--- config.mk ---
export PLATFORM = sky130hd
export DESIGN_NAME = irl_decoder
export DESIGN_NICKNAME = d
export VERILOG_FILES = /design/src/rtl/irl_decoder_pkg.sv /design/src/rtl/irl_decoder_ctrl.sv /design/src/rtl/irl_decoder_dp.sv /design/src/rtl/irl_decoder.sv
export SDC_FILE = /design/constraint.sdc
export NUM_CORES = 1
export LEC_CHECK = 0
export CAP_MARGIN = 5
export CORE_MARGIN = 2
export CORE_UTILIZATION = 25
export DETAILED_ROUTE_END_ITERATION = 12
export HOLD_SLACK_MARGIN = 0.05
export PLACE_DENSITY = 0.48
export SYNTH_ARGS = -nofsm -noshare
export SYNTH_HDL_FRONTEND = slang
export SYNTH_SLANG_ARGS = --single-unit
--- constraint.sdc ---
create_clock -name clk -period 3.7 [get_ports clk]
set_input_delay 1.11 -clock clk [delete_from_list [all_inputs] [get_ports clk]]
set_output_delay 1.11 -clock clk [all_outputs]
set_load 0.1 [all_outputs]
--- src/rtl/irl_decoder_pkg.sv ---
package irl_decoder_pkg;
  localparam int LEVEL_W = 4;
  localparam int NUM_SRC = (1 << LEVEL_W) - 1;

  typedef struct packed {
    logic               update;
    logic               clearAll;
    logic [LEVEL_W-1:0] index;
  } irl_strobe_t;
endpackage

--- src/rtl/irl_decoder_ctrl.sv ---
module irl_decoder_ctrl
  import irl_decoder_pkg::*;
(
  input  logic               clk,
  input  logic               rst_n,
  input  logic [LEVEL_W-1:0] levelIn,
  output irl_strobe_t        stb
);
  logic [LEVEL_W-1:0] levelReg;
  logic [LEVEL_W-1:0] appliedLevel;

  always_ff @(posedge clk or negedge rst_n) begin
    if (!rst_n) begin
      levelReg     <= '0;
      appliedLevel <= '0;
    end else begin
      levelReg <= levelIn;
      if (stb.update) appliedLevel <= levelReg;
    end
  end

  always_comb begin
    stb.update   = (levelReg != appliedLevel);
    stb.clearAll = (levelReg == '0);
    stb.index    = levelReg ^ {LEVEL_W{1'b1}};
  end

  // an update is a one-cycle event; the level is then considered applied
  a_r7_single_update: assert property (@(posedge clk) disable iff (!rst_n)
    stb.update && $stable(levelIn) |=> !stb.update);
endmodule

--- src/rtl/irl_decoder_dp.sv ---
module irl_decoder_dp
  import irl_decoder_pkg::*;
(
  input  logic               clk,
  input  logic               rst_n,
  input  irl_strobe_t        stb,
  output logic [NUM_SRC-1:0] srcAsserted,
  output logic [NUM_SRC-1:0] srcEnable
);
  logic [NUM_SRC-1:0] selVec;

  generate
    for (genvar i = 0; i < NUM_SRC; i++) begin : g_sel
      assign selVec[i] = !stb.clearAll && (stb.index == LEVEL_W'(i));
    end
  endgenerate

  always_ff @(posedge clk or negedge rst_n) begin
    if (!rst_n) begin
      srcAsserted <= '0;
      srcEnable   <= '0;
    end else if (stb.update) begin
      srcAsserted <= selVec;
      srcEnable   <= srcEnable | selVec;
    end
  end

  // never more than one source asserted
  a_r6_onehot: assert property (@(posedge clk) disable iff (!rst_n)
    $onehot0(srcAsserted));
  // an asserted source always has its enable set
  a_r4_enable_cover: assert property (@(posedge clk) disable iff (!rst_n)
    (srcAsserted & ~srcEnable) == '0);
  // enables are sticky
  a_r5_sticky: assert property (@(posedge clk) disable iff (!rst_n)
    ($past(srcEnable) & ~srcEnable) == '0);
  // a zero level clears all asserted lines
  a_r3_clear: assert property (@(posedge clk) disable iff (!rst_n)
    stb.update && stb.clearAll |=> srcAsserted == '0);
  // without an update both outputs hold
  a_r7_hold: assert property (@(posedge clk) disable iff (!rst_n)
    !stb.update |=> $stable(srcAsserted) && $stable(srcEnable));
endmodule

--- src/rtl/irl_decoder.sv ---
module irl_decoder
  import irl_decoder_pkg::*;
(
  input  logic               clk,
  input  logic               rst_n,
  input  logic [3:0]         levelIn,
  output logic [14:0]        srcAsserted,
  output logic [14:0]        srcEnable
);
  irl_strobe_t stb;

  irl_decoder_ctrl u_ctrl (
    .clk(clk), .rst_n(rst_n), .levelIn(levelIn), .stb(stb)
  );

  irl_decoder_dp u_dp (
    .clk(clk), .rst_n(rst_n), .stb(stb),
    .srcAsserted(srcAsserted), .srcEnable(srcEnable)
  );
endmodule

==> results of run 1 <==
## power breakdown
part           internal (W)  leakage [nW]  switching (W)
registers          0.000437         0.435      0.0000177
clock network      0.000126        0.0438       0.000136
logic             0.0000476         0.284       0.000184
total              0.000611         0.763       0.000337
## worst paths after layout
path,cells past startpoint,end,startpoint,slack (ps)
max in group asynchronous,1,u_ctrl.appliedLevel[2]$_DFFE_PN0P_,rst_n,2240
hold reg to reg,1,u_dp.srcEnable[9]$_DFFE_PN0P_,u_dp.srcEnable[9]$_DFFE_PN0P_,480
setup / recovery,1,srcAsserted[6],u_dp.srcAsserted[6]$_DFFE_PN0P_,1630
hold / removal,1,u_dp.srcEnable[9]$_DFFE_PN0P_,u_dp.srcEnable[9]$_DFFE_PN0P_,480
min in group asynchronous,1,u_ctrl.appliedLevel[1]$_DFFE_PN0P_,rst_n,920
setup reg to reg,3,u_dp.srcAsserted[8]$_DFFE_PN0P_,u_ctrl.levelReg[1]$_DFF_PN0_,1890
## cells by family (layout without fill, tap and decap cells)
group,after synthesis,count (layout),share of synthesized area (%)
flip-flops,38,38,62.76
AO/OA/AOI/OAI,34,34,23.37
AND/OR/NAND/NOR,9,9,4.543
buffers and inverters,8,42,2.808
XOR/XNOR,4,4,6.524
## per-stage QoR
stage | hold slack [ps] | power, W
5_1_grt | 502.4 | 0.0009935
2_1_floorplan | 539.5 | 0.0006411
6_report | 477.9 | 0.0009478
4_1_cts | 484.4 | 0.0009650
3_5_place_dp | 467.3 | 0.0006969
3_3_place_gp | 464.4 | 0.0006941
## Yosys cell counts, drive strengths merged, types with 3 or more instances
library cell	instances
xor2	4
o41ai	4
buf	4
clkbuf	3
o2bb2ai	15
o21bai	15
dfrtp	38
## cell usage in the layout (no fill, tap or decap)
cell / netlist / final
o21bai_1: 15 / 15
buf_4: 0 / 30
nor2b_1: 1 / 1
clkdlybuf4s50_1: 0 / 4
o41ai_4: 4 / 4
nor4_4: 1 / 1
clkbuf_8: 0 / 5
or2b_1: 1 / 1
and2b_1: 1 / 1
clkinv_2: 0 / 2
nand2_1: 1 / 1
and2_1: 1 / 1
xor2_4: 3 / 3
dfrtp_1: 38 / 38
or2_2: 1 / 1
xor2_2: 1 / 1
nor2_1: 1 / 1
o2bb2ai_1: 15 / 15
buf_2: 0 / 1
nand2b_1: 1 / 1
## layer usage
metal	vias up	GRT usage (%)	share of wire (%)	wire, µm
met5	-	0	0	0
met4	0	4.667	1.9	61
met3	5	3.846	4.9	154
met2	21	16.67	49	1557
met1	442	13.98	44	1388
li1	400	-	-	-
## sequential cells by signal, summed over array words and instances (netlist names)
| signal | flops |
|---|---|
| u_ctrl.levelReg | 4 |
| u_dp.srcAsserted | 15 |
| u_dp.srcEnable | 15 |
| u_ctrl.appliedLevel | 4 |
## final cells by class
class | instances | area share [%]
timing repair buffer | 35 | 14.11
clock buffer | 5 | 3.592
tap | 75 | 4.899
clock inverter | 2 | 0.5225
multi-input combinational | 47 | 27.24
sequential | 38 | 49.64
==> metrics.md, run 1 <==
| Metric | Value |
|---|---|
| Min Clock Period, post-route | `just over 2000 ps` |
| Number of post-CTS setup repair buffers | `0` |
| Initial antenna violation count | `0` |
| Fin cells | `roughly 200` |
| Kind of end point of the critical path | `output port` |
| GPL Wtd Cong | `0.7289` |
| Setup TNS | `0 ps` |
| #FFs+latches synth | `38` |
| Antenna diode count | `0` |
| Final design utilization | `around 33%` |
| Routed WL | `~3200 µm` |
| First-pass iteration count of the detailed router | `2` |
| # fillers | `between 500 and 600` |
| Crit-path max cell delay | `between 300 and 400 ps` |
| Total die area | `~6700 µm²` |
| Pwr dens | `between 400 and 500 nW/µm²` |
| Max_slew headroom | `approximately 44%` |
| Clock H-tree levels | `2` |
| Leak | `between 0.7 and 0.8 nW` |
| Post-route setup slack | `around 1600 ps` |
| Crit share post-route | `approximately 56%` |
| First-pass GRT wire length | `5306 µm` |
| Critical path fanouts, max | `2` |
| Syn Area/Cell | `roughly 16 µm²` |
| Vias in the first global route | `945` |
| IO buf count | `35` |
| Via-to-Cell Ratio | `4.297` |
| Synth area leaders | `dfrtp_1, o2bb2ai_1, o21bai_1` |
| Worst EP required | `between 2000 and 3000 ps` |
| Most used DFF post-synth | `dfrtp_1` |
| Delay-heaviest family, CP | `flip-flops` |
| CP Buf/Inv Count | `1` |
| Yosys top cell area share | `62.76%` |
| CTS tree | `built` |
| Cell Chain, Critical Path | `buf_4` |
| Resize count post-CTS | `0` |
| Peak VDD IR | `between 150 and 200 µV` |
| Hold Crit Class | `reg -> reg` |
| Number of flops mapped to enable cells by yosys | `0` |
| TritonCTS Buffers | `5` |
| Worst Setup Start Kind | `flop` |
| Final max-slew violation count | `0` |
| Design area | `around 1900 µm²` |
| Mapped Area | `1515 µm²` |
| Core box area | `between 5000 and 6000 µm²` |
| Largest net degree at the start of global routing | `39` |
| Clock latency on the worst-skew pair | `approximately 280 ps` |
| Post-place setup slack | `~1900 ps` |
| Area delta synth->final | `26.42%` |
| Final setup vio count | `0` |
| Post-route DRC | `0` |
| Worst-margin pin slew | `around 840 ps` |
| Syn nets | `99` |
| Final Skew | `between 6 and 7 ps` |
| RSZ-0062 raised after global routing | `false` |
| Final net count | `around 130` |
| Sequential area share after synthesis | `a little over three fifths` |
| Status | `complete, no violations` |
| CTS clk-pin slew, worst paths | `around 70 ps` |
| Clock sink count | `38` |
| Dpl hpwl | `2152 µm` |
| Layout cells sized above 1 | `a little under two fifths` |
| Routed Antenna Nets | `0` |
| Netlist cell types | `19` |
| Worst-path cell with the longest stage delay | `dfrtp_1` |
| GRT Util Overall | `between 10% and 20%` |
| Rows | `28` |
| Synth warn | `0` |
| Area of the multi-input gates | `approximately 520 µm²` |
| Hold Vio Cnt, Final | `0` |
| Hold buffers post-CTS | `0` |
| Crit Path Class | `reg -> out` |
| Placed cells | `slightly below 200` |
| # IOs | `36` |
| CP arrival | `roughly 960 ps` |
| Initial Utilization | `around 26%` |
| Die X | `81.85 µm` |
| Grt ovf | `0` |
| Mapped Cells | `between 90 and 100` |
| Dpl cell area | `between 1500 and 2000 µm²` |
| Via Count | `slightly below 900` |
| Longest Clk Path Bufs | `2` |
| Flip-flop and latch area | `950.9 µm²` |
| DR WL/cell | `around 16 µm` |
| Detailed Route Iter0 Violations | `37` |
| Max-Cap Viols | `0` |
| Highest achievable clock rate | `482.2 MHz` |
| Fraction of registers with async set/reset | `100.0%` |
| DIE HEIGHT | `81.85 µm` |
| Cell at the root of the clock tree | `clkbuf_8` |
| Largest area contributor in the synthesized netlist | `dfrtp_1` |
Note: power is estimated with default switching activity, not from simulation.
==> inputs of run 2 (changes only) <==
--- a/config.mk
+++ b/config.mk
@@ -10,7 +10,7 @@
 export CORE_UTILIZATION = 25
 export DETAILED_ROUTE_END_ITERATION = 12
 export HOLD_SLACK_MARGIN = 0.05
-export PLACE_DENSITY = 0.48
+export PLACE_DENSITY = 0.49
 export SYNTH_ARGS = -nofsm -noshare
 export SYNTH_HDL_FRONTEND = slang
 export SYNTH_SLANG_ARGS = --single-unit
==> constraint.sdc (replaced) <==
create_clock -name clk -period 1.73 [get_ports clk]
set_input_delay 0.519 -clock clk [delete_from_list [all_inputs] [get_ports clk]]
set_output_delay 0.519 -clock clk [all_outputs]
set_load 0.1 [all_outputs]
==> run 2 against run 1 <==
Effect of this change:
- via count is 7.3% higher
- sequential power is 120% higher
- global-route usage hardly changed
- design area is 28% higher
- utilization is 9.2 points higher
- register-to-register slack worse by 1800 ps
- sequential cell count stayed put
- critical endpoint is now u_dp.srcEnable[6]$_DFFE_PN0P_
- highest routed layer unchanged
==> metrics.md, run 2 (synthesized netlist as in run 1, its figures left out) <==
| Metric | Value |
|---|---|
| Worst-path cell with the longest stage delay | `dfrtp_1` |
| Dpl cell area | `approximately 2300 µm²` |
| Most frequent CP cell | `buf_4` |
| Routed Antenna Nets | `0` |
| Final design utilization | `approximately two fifths` |
| First-pass iteration count of the detailed router | `4` |
| Detailed Route Iter0 Violations | `20` |
| Hold Crit Class | `in -> async` |
| Clk pwr share | `36.5%` |
| # IOs | `36` |
| Longest Clk Path Bufs | `2` |
| Pwr dens | `roughly 1000 nW/µm²` |
| Crit Path Class | `reg -> reg` |
| Largest net degree at the start of global routing | `39` |
| Status | `complete, no violations` |
| Hold buffers post-CTS | `0` |
| DIE HEIGHT | `just over 80 µm` |
| GRT Util Overall | `~11%` |
| Setup TNS | `0 ps` |
| CTS tree | `built` |
| Max-Cap Viols | `0` |
| Layout cells sized above 1 | `43.57%` |
| Hold WS | `~270 ps` |
| Final setup vio count | `0` |
| Clock H-tree levels | `2` |
| Hold Vio Cnt, Final | `0` |
| Core box area | `~5900 µm²` |
| Most frequent cells in the layout | `dfrtp_1, buf_12, o21bai_1, o2bb2ai_1, buf_4` |
| Total die area | `6699 µm²` |
| Min Clock Period, post-route | `approximately 1600 ps` |
| Initial Utilization | `roughly a quarter` |
| Post-route DRC | `0` |
| Crit share post-route | `between 90% and 100%` |
| Clock latency on the worst-skew pair | `between 200 and 300 ps` |
| Critical path fanouts, max | `6` |
| Vias in the first global route | `about 960` |
| Sw Share | `a little under a third` |
| P_sw | `between 0.0007 and 0.0008 W` |
| Post-place setup slack | `-28.16 ps` |
| Cell Chain, Critical Path | `xor2_4, buf_4, o41ai_4, buf_4, o21bai_1` |
| Peak VDD IR | `about 380 µV` |
| Final Skew | `8.543 ps` |
| R2r setup slk | `90 ps` |
| First-pass GRT wire length | `5285 µm` |
| Worst-margin pin slew | `612.3 ps` |
| Final max-slew violation count | `0` |
| Final net count | `145` |
| Commonest non-fill, non-tap cell in the layout | `dfrtp_1` |
| Routed WL | `about 3200 µm` |
| Worst EP required | `about 1900 ps` |
| Leak | `0.9893 nW` |
| CP arrival | `1810 ps` |
| Area delta synth->final | `62.18%` |
| Largest registers | `u_dp.srcAsserted: 15 flops, u_dp.srcEnable: 15 flops` |
| Initial antenna violation count | `0` |
| Crit-path max cell delay | `~440 ps` |
| RSZ-0062 raised after global routing | `false` |
| Max_slew headroom | `between 50% and 60%` |
| CTS clk-pin slew, worst paths | `~80 ps` |
| Cell at the root of the clock tree | `clkbuf_8` |
| Dpl hpwl | `2311 µm` |
| DR WL/cell | `between 10 and 15 µm` |
| Flop pwr share | `39.0%` |
| Via Count | `between 900 and 1k` |
| Comb power frac | `~25%` |
| Kind of end point of the critical path | `flop` |
| Post-route setup slack | `90.32 ps` |
| Antenna diode count | `0` |
| IO buf count | `35` |
| Clock sink count | `38` |
| Resize count post-CTS | `0` |
| Design area | `~2500 µm²` |
| Internal power | `approximately 0.0018 W` |
| Die X | `between 80 and 90 µm` |
| TritonCTS Buffers | `5` |
| Highest achievable clock rate | `~610 MHz` |
| Via-to-Cell Ratio | `around 4.3` |
| Worst Setup Start Kind | `flop` |
| Grt ovf | `0` |
| GPL Wtd Cong | `roughly 0.71` |
| Rows | `28` |
[run 2: per-layer routing]
layer	global-route usage, %	share of wire [%]	vias to the layer above
met1	13.60	42	463
met2	16.75	51	28
met5	0	0	-
li1	-	-	433
met3	3.516	4.7	7
met4	6.000	2.5	0
[run 2: per-stage QoR]
step / total power [W] / instances
finish: 0.002538 / 215
CTS: 0.002563 / 214
global placement: 0.001621 / 205
floorplan: 0.001371 / 93
global route: 0.002627 / 215
detailed placement: 0.001628 / 205
[run 2: worst paths after layout]
path                                         startpoint                            endpoint  cells after the start
max                        u_ctrl.levelReg[0]$_DFF_PN0_       u_dp.srcEnable[6]$_DFFE_PN0P_                      5
min                                               rst_n        u_ctrl.levelReg[1]$_DFF_PN0_                      2
max reg2reg                u_ctrl.levelReg[0]$_DFF_PN0_       u_dp.srcEnable[6]$_DFFE_PN0P_                      5
min reg2reg                u_ctrl.levelReg[2]$_DFF_PN0_  u_ctrl.appliedLevel[2]$_DFFE_PN0P_                      0
max in group asynchronous                         rst_n     u_dp.srcAsserted[8]$_DFFE_PN0P_                      2
min in group clk           u_ctrl.levelReg[2]$_DFF_PN0_  u_ctrl.appliedLevel[2]$_DFFE_PN0P_                      0
[run 2: critical path: cells and delay by family, from the launching register on]
family	cells	cell delay [ps]
flip-flops	1	440
AO/OA/AOI/OAI	2	440
XOR/XNOR	1	230
buffers and inverters	2	400
[run 2: layout make-up]
class / count / area (µm²)
fillers: 521 / 3428
flip-flops and latches: 38 / 950.9
repair buffers: 47 / 748.2
multi-input cells: 47 / 521.8
well taps: 75 / 93.84
clock buffers: 6 / 82.58
clock inverters: 2 / 60.06
[run 2: timing repair]
item | 4_1_cts | 5_1_grt
pin swaps | 1 | 2
setup buffers | 1 | 1
endpoints found under the setup margin | 8 | 18
[run 2: power by group through the flow]
stage	clock [W]	combinational (W)	sequential (W)
2_1_floorplan	0	0.000116	0.00126
5_1_grt	0.000984	0.000647	0.000996
4_1_cts	0.000948	0.000623	0.000992
3_3_place_gp	0	0.000613	0.00101
6_report	0.000926	0.000622	0.000990
3_5_place_dp	0	0.000620	0.00101
==> inputs of run 3 (changes only) <==
--- a/config.mk
+++ b/config.mk
@@ -10,7 +10,6 @@
 export CORE_UTILIZATION = 25
 export DETAILED_ROUTE_END_ITERATION = 12
 export HOLD_SLACK_MARGIN = 0.05
-export PLACE_DENSITY = 0.49
 export SYNTH_ARGS = -nofsm -noshare
 export SYNTH_HDL_FRONTEND = slang
 export SYNTH_SLANG_ARGS = --single-unit
==> run 3 against run 2 <==
Effect of this change:
- clock skew up 1.3 ps
- hold slack worse by 120 ps
- worst setup slack better by 34 ps
- combinational power down 1%
- global-route usage up 0.25 points
- sequential power about the same
- via count down 2.3%
- critical endpoint is now u_dp.srcEnable[3]$_DFFE_PN0P_
==> metrics.md, run 3 (synthesized netlist as in run 1, its figures left out) <==
| Metric | Value |
|---|---|
| P_sw | `about 0.00078 W` |
| Core box area | `approximately 5900 µm²` |
| Layout cells sized above 1 | `~42%` |
| Hold Vio Cnt, Final | `0` |
| Final design utilization | `between 40% and 50%` |
| Fin cells | `between 200 and 250` |
| Final max-slew violation count | `0` |
| # IOs | `36` |
| Cell at the root of the clock tree | `clkbuf_8` |
| Placed cells | `202` |
| First-pass GRT wire length | `about 5500 µm` |
| Routed WL | `around 3200 µm` |
| Final setup vio count | `0` |
| Via-to-Cell Ratio | `4.292` |
| Final Skew | `between 9 and 10 ps` |
| Die X | `slightly above 80 µm` |
| Max_slew headroom | `59.56%` |
| Largest net degree at the start of global routing | `23` |
| Worst EP required | `1900 ps` |
| Pwr dens | `slightly above 1000 nW/µm²` |
| RSZ-0062 raised after global routing | `false` |
| Area delta synth->final | `61.19%` |
| Worst Setup Start Kind | `flop` |
| Clock H-tree levels | `2` |
| GRT Util Overall | `about 11%` |
| Crit-path max cell delay | `around 480 ps` |
| IO buf count | `35` |
| Setup TNS | `0 ps` |
| Dpl hpwl | `2367 µm` |
| Worst-margin pin slew | `between 600 and 700 ps` |
| CTS tree | `built` |
| Longest Clk Path Bufs | `2` |
| Grt ovf | `0` |
| Initial Utilization | `25.74%` |
| Initial antenna violation count | `0` |
| Vias in the first global route | `1,023` |
| Comb power frac | `about a quarter` |
| Hold Crit Class | `in -> async` |
| Cell Chain, Critical Path | `xor2_4, buf_4, o41ai_4, o21bai_1` |
| Largest registers | `u_dp.srcAsserted: 15 flops, u_dp.srcEnable: 15 flops` |
| DR WL/cell | `between 15 and 20 µm` |
| Highest achievable clock rate | `about 620 MHz` |
| Min Clock Period, post-route | `~1600 ps` |
| Hold buffers post-CTS | `0` |
| Clock latency on the worst-skew pair | `around 290 ps` |
| Most frequent cells in the layout | `dfrtp_1, buf_12, o21bai_1, o2bb2ai_1, buf_4` |
| Rows | `28` |
| Detailed Route Iter0 Violations | `between 40 and 50` |
| Status | `complete, no violations` |
| Commonest non-fill, non-tap cell in the layout | `dfrtp_1` |
| CP arrival | `1770 ps` |
| Peak VDD IR | `about 430 µV` |
| Final net count | `142` |
| Routed Antenna Nets | `0` |
| TritonCTS Buffers | `5` |
| CP Buf/Inv Count | `1` |
| Via Count | `910` |
| Kind of end point of the critical path | `flop` |
| Critical path fanouts, max | `6` |
| Worst-path cell with the longest stage delay | `o41ai_4` |
| Flop pwr share | `39.4%` |
| Delay-heaviest family, CP | `compound AO/OA/AOI/OAI gates` |
| Crit share post-route | `92.79%` |
| Antenna diode count | `0` |
| First-pass iteration count of the detailed router | `4` |
| Sw Share | `31.17%` |
| Crit Path Class | `reg -> reg` |
| Internal power | `~0.0017 W` |
| Clk pwr share | `between 30% and 40%` |
| Max-Cap Viols | `0` |
| Leak | `between 0.9 and 1 nW` |
| Post-route DRC | `0` |
| Total die area | `roughly 6700 µm²` |
| GPL Wtd Cong | `between 0.7 and 0.8` |
| DIE HEIGHT | `81.85 µm` |
| CTS clk-pin slew, worst paths | `80 ps` |
| Clock sink count | `38` |
## run 3: worst reg2reg max path: stages, from the launching register on
cell      delay (ps)
dfrtp_1          450
xor2_4           240
buf_4            180
o41ai_4          480
o21bai_1         140
## run 3: power groups by stage
stage,clock network [W],logic (W),registers (W)
floorplan,0,0.000116,0.00126
global placement,0,0.000605,0.00101
detailed placement,0,0.000614,0.00101
CTS,0.000915,0.000621,0.000991
global route,0.000947,0.000642,0.000997
finish,0.000904,0.000616,0.000990
## run 3: per-layer routing
metal | vias up | global-route usage, % | wire [µm]
li1 | 421 | - | -
met1 | 456 | 14.13 | 1369
met2 | 26 | 17.80 | 1610
met3 | 7 | 3.407 | 167
met4 | 0 | 4.500 | 62
met5 | - | 0 | 0
## run 3: path summary, 6_finish.rpt
path                                                from                            end  slack [ps]  cells after the start
max in group asynchronous                          rst_n  u_dp.srcEnable[6]$_DFFE_PN0P_        1120                      2
hold reg to reg            u_dp.srcEnable[9]$_DFFE_PN0P_  u_dp.srcEnable[9]$_DFFE_PN0P_         540                      1
min in group clk           u_dp.srcEnable[9]$_DFFE_PN0P_  u_dp.srcEnable[9]$_DFFE_PN0P_         540                      1
setup reg to reg            u_ctrl.levelReg[1]$_DFF_PN0_  u_dp.srcEnable[3]$_DFFE_PN0P_         120                      4
setup / recovery            u_ctrl.levelReg[1]$_DFF_PN0_  u_dp.srcEnable[3]$_DFFE_PN0P_         120                      4
hold / removal                                     rst_n   u_ctrl.levelReg[0]$_DFF_PN0_         150                      1
## run 3: cell type report
cell class	instances	area [µm²]
Tap cell	75	93.84
Clock inverter	3	68.82
Sequential cell	38	950.9
Fill cell	539	3443
Multi-Input combinational cell	47	521.8
Timing Repair Buffer	44	738.2
Clock buffer	5	68.82
## run 3: timing repair
action,CTS,global route
setup endpoints to repair,8,14
buffers inserted,1,1
pin swaps,2,2
resized for setup,0,0
gates cloned,0,0
## run 3: per-stage QoR
| stage | power, W | hold slack (ps) | cell area [µm²] | worst slack, ps |
|---|---|---|---|---|
| 4_1_cts | 0.002527 | 157.8 | 2435 | 25.79 |
| 3_3_place_gp | 0.001613 | 461.8 | 2277 | 37.81 |
| 6_report | 0.002511 | 148.3 | 2442 | 124.7 |
| 2_1_floorplan | 0.001371 | 223.4 | 1515 | 262.9 |
| 3_5_place_dp | 0.001622 | 477.8 | 2277 | 3.160 |
| 5_1_grt | 0.002586 | 175.9 | 2442 | 12.80 |
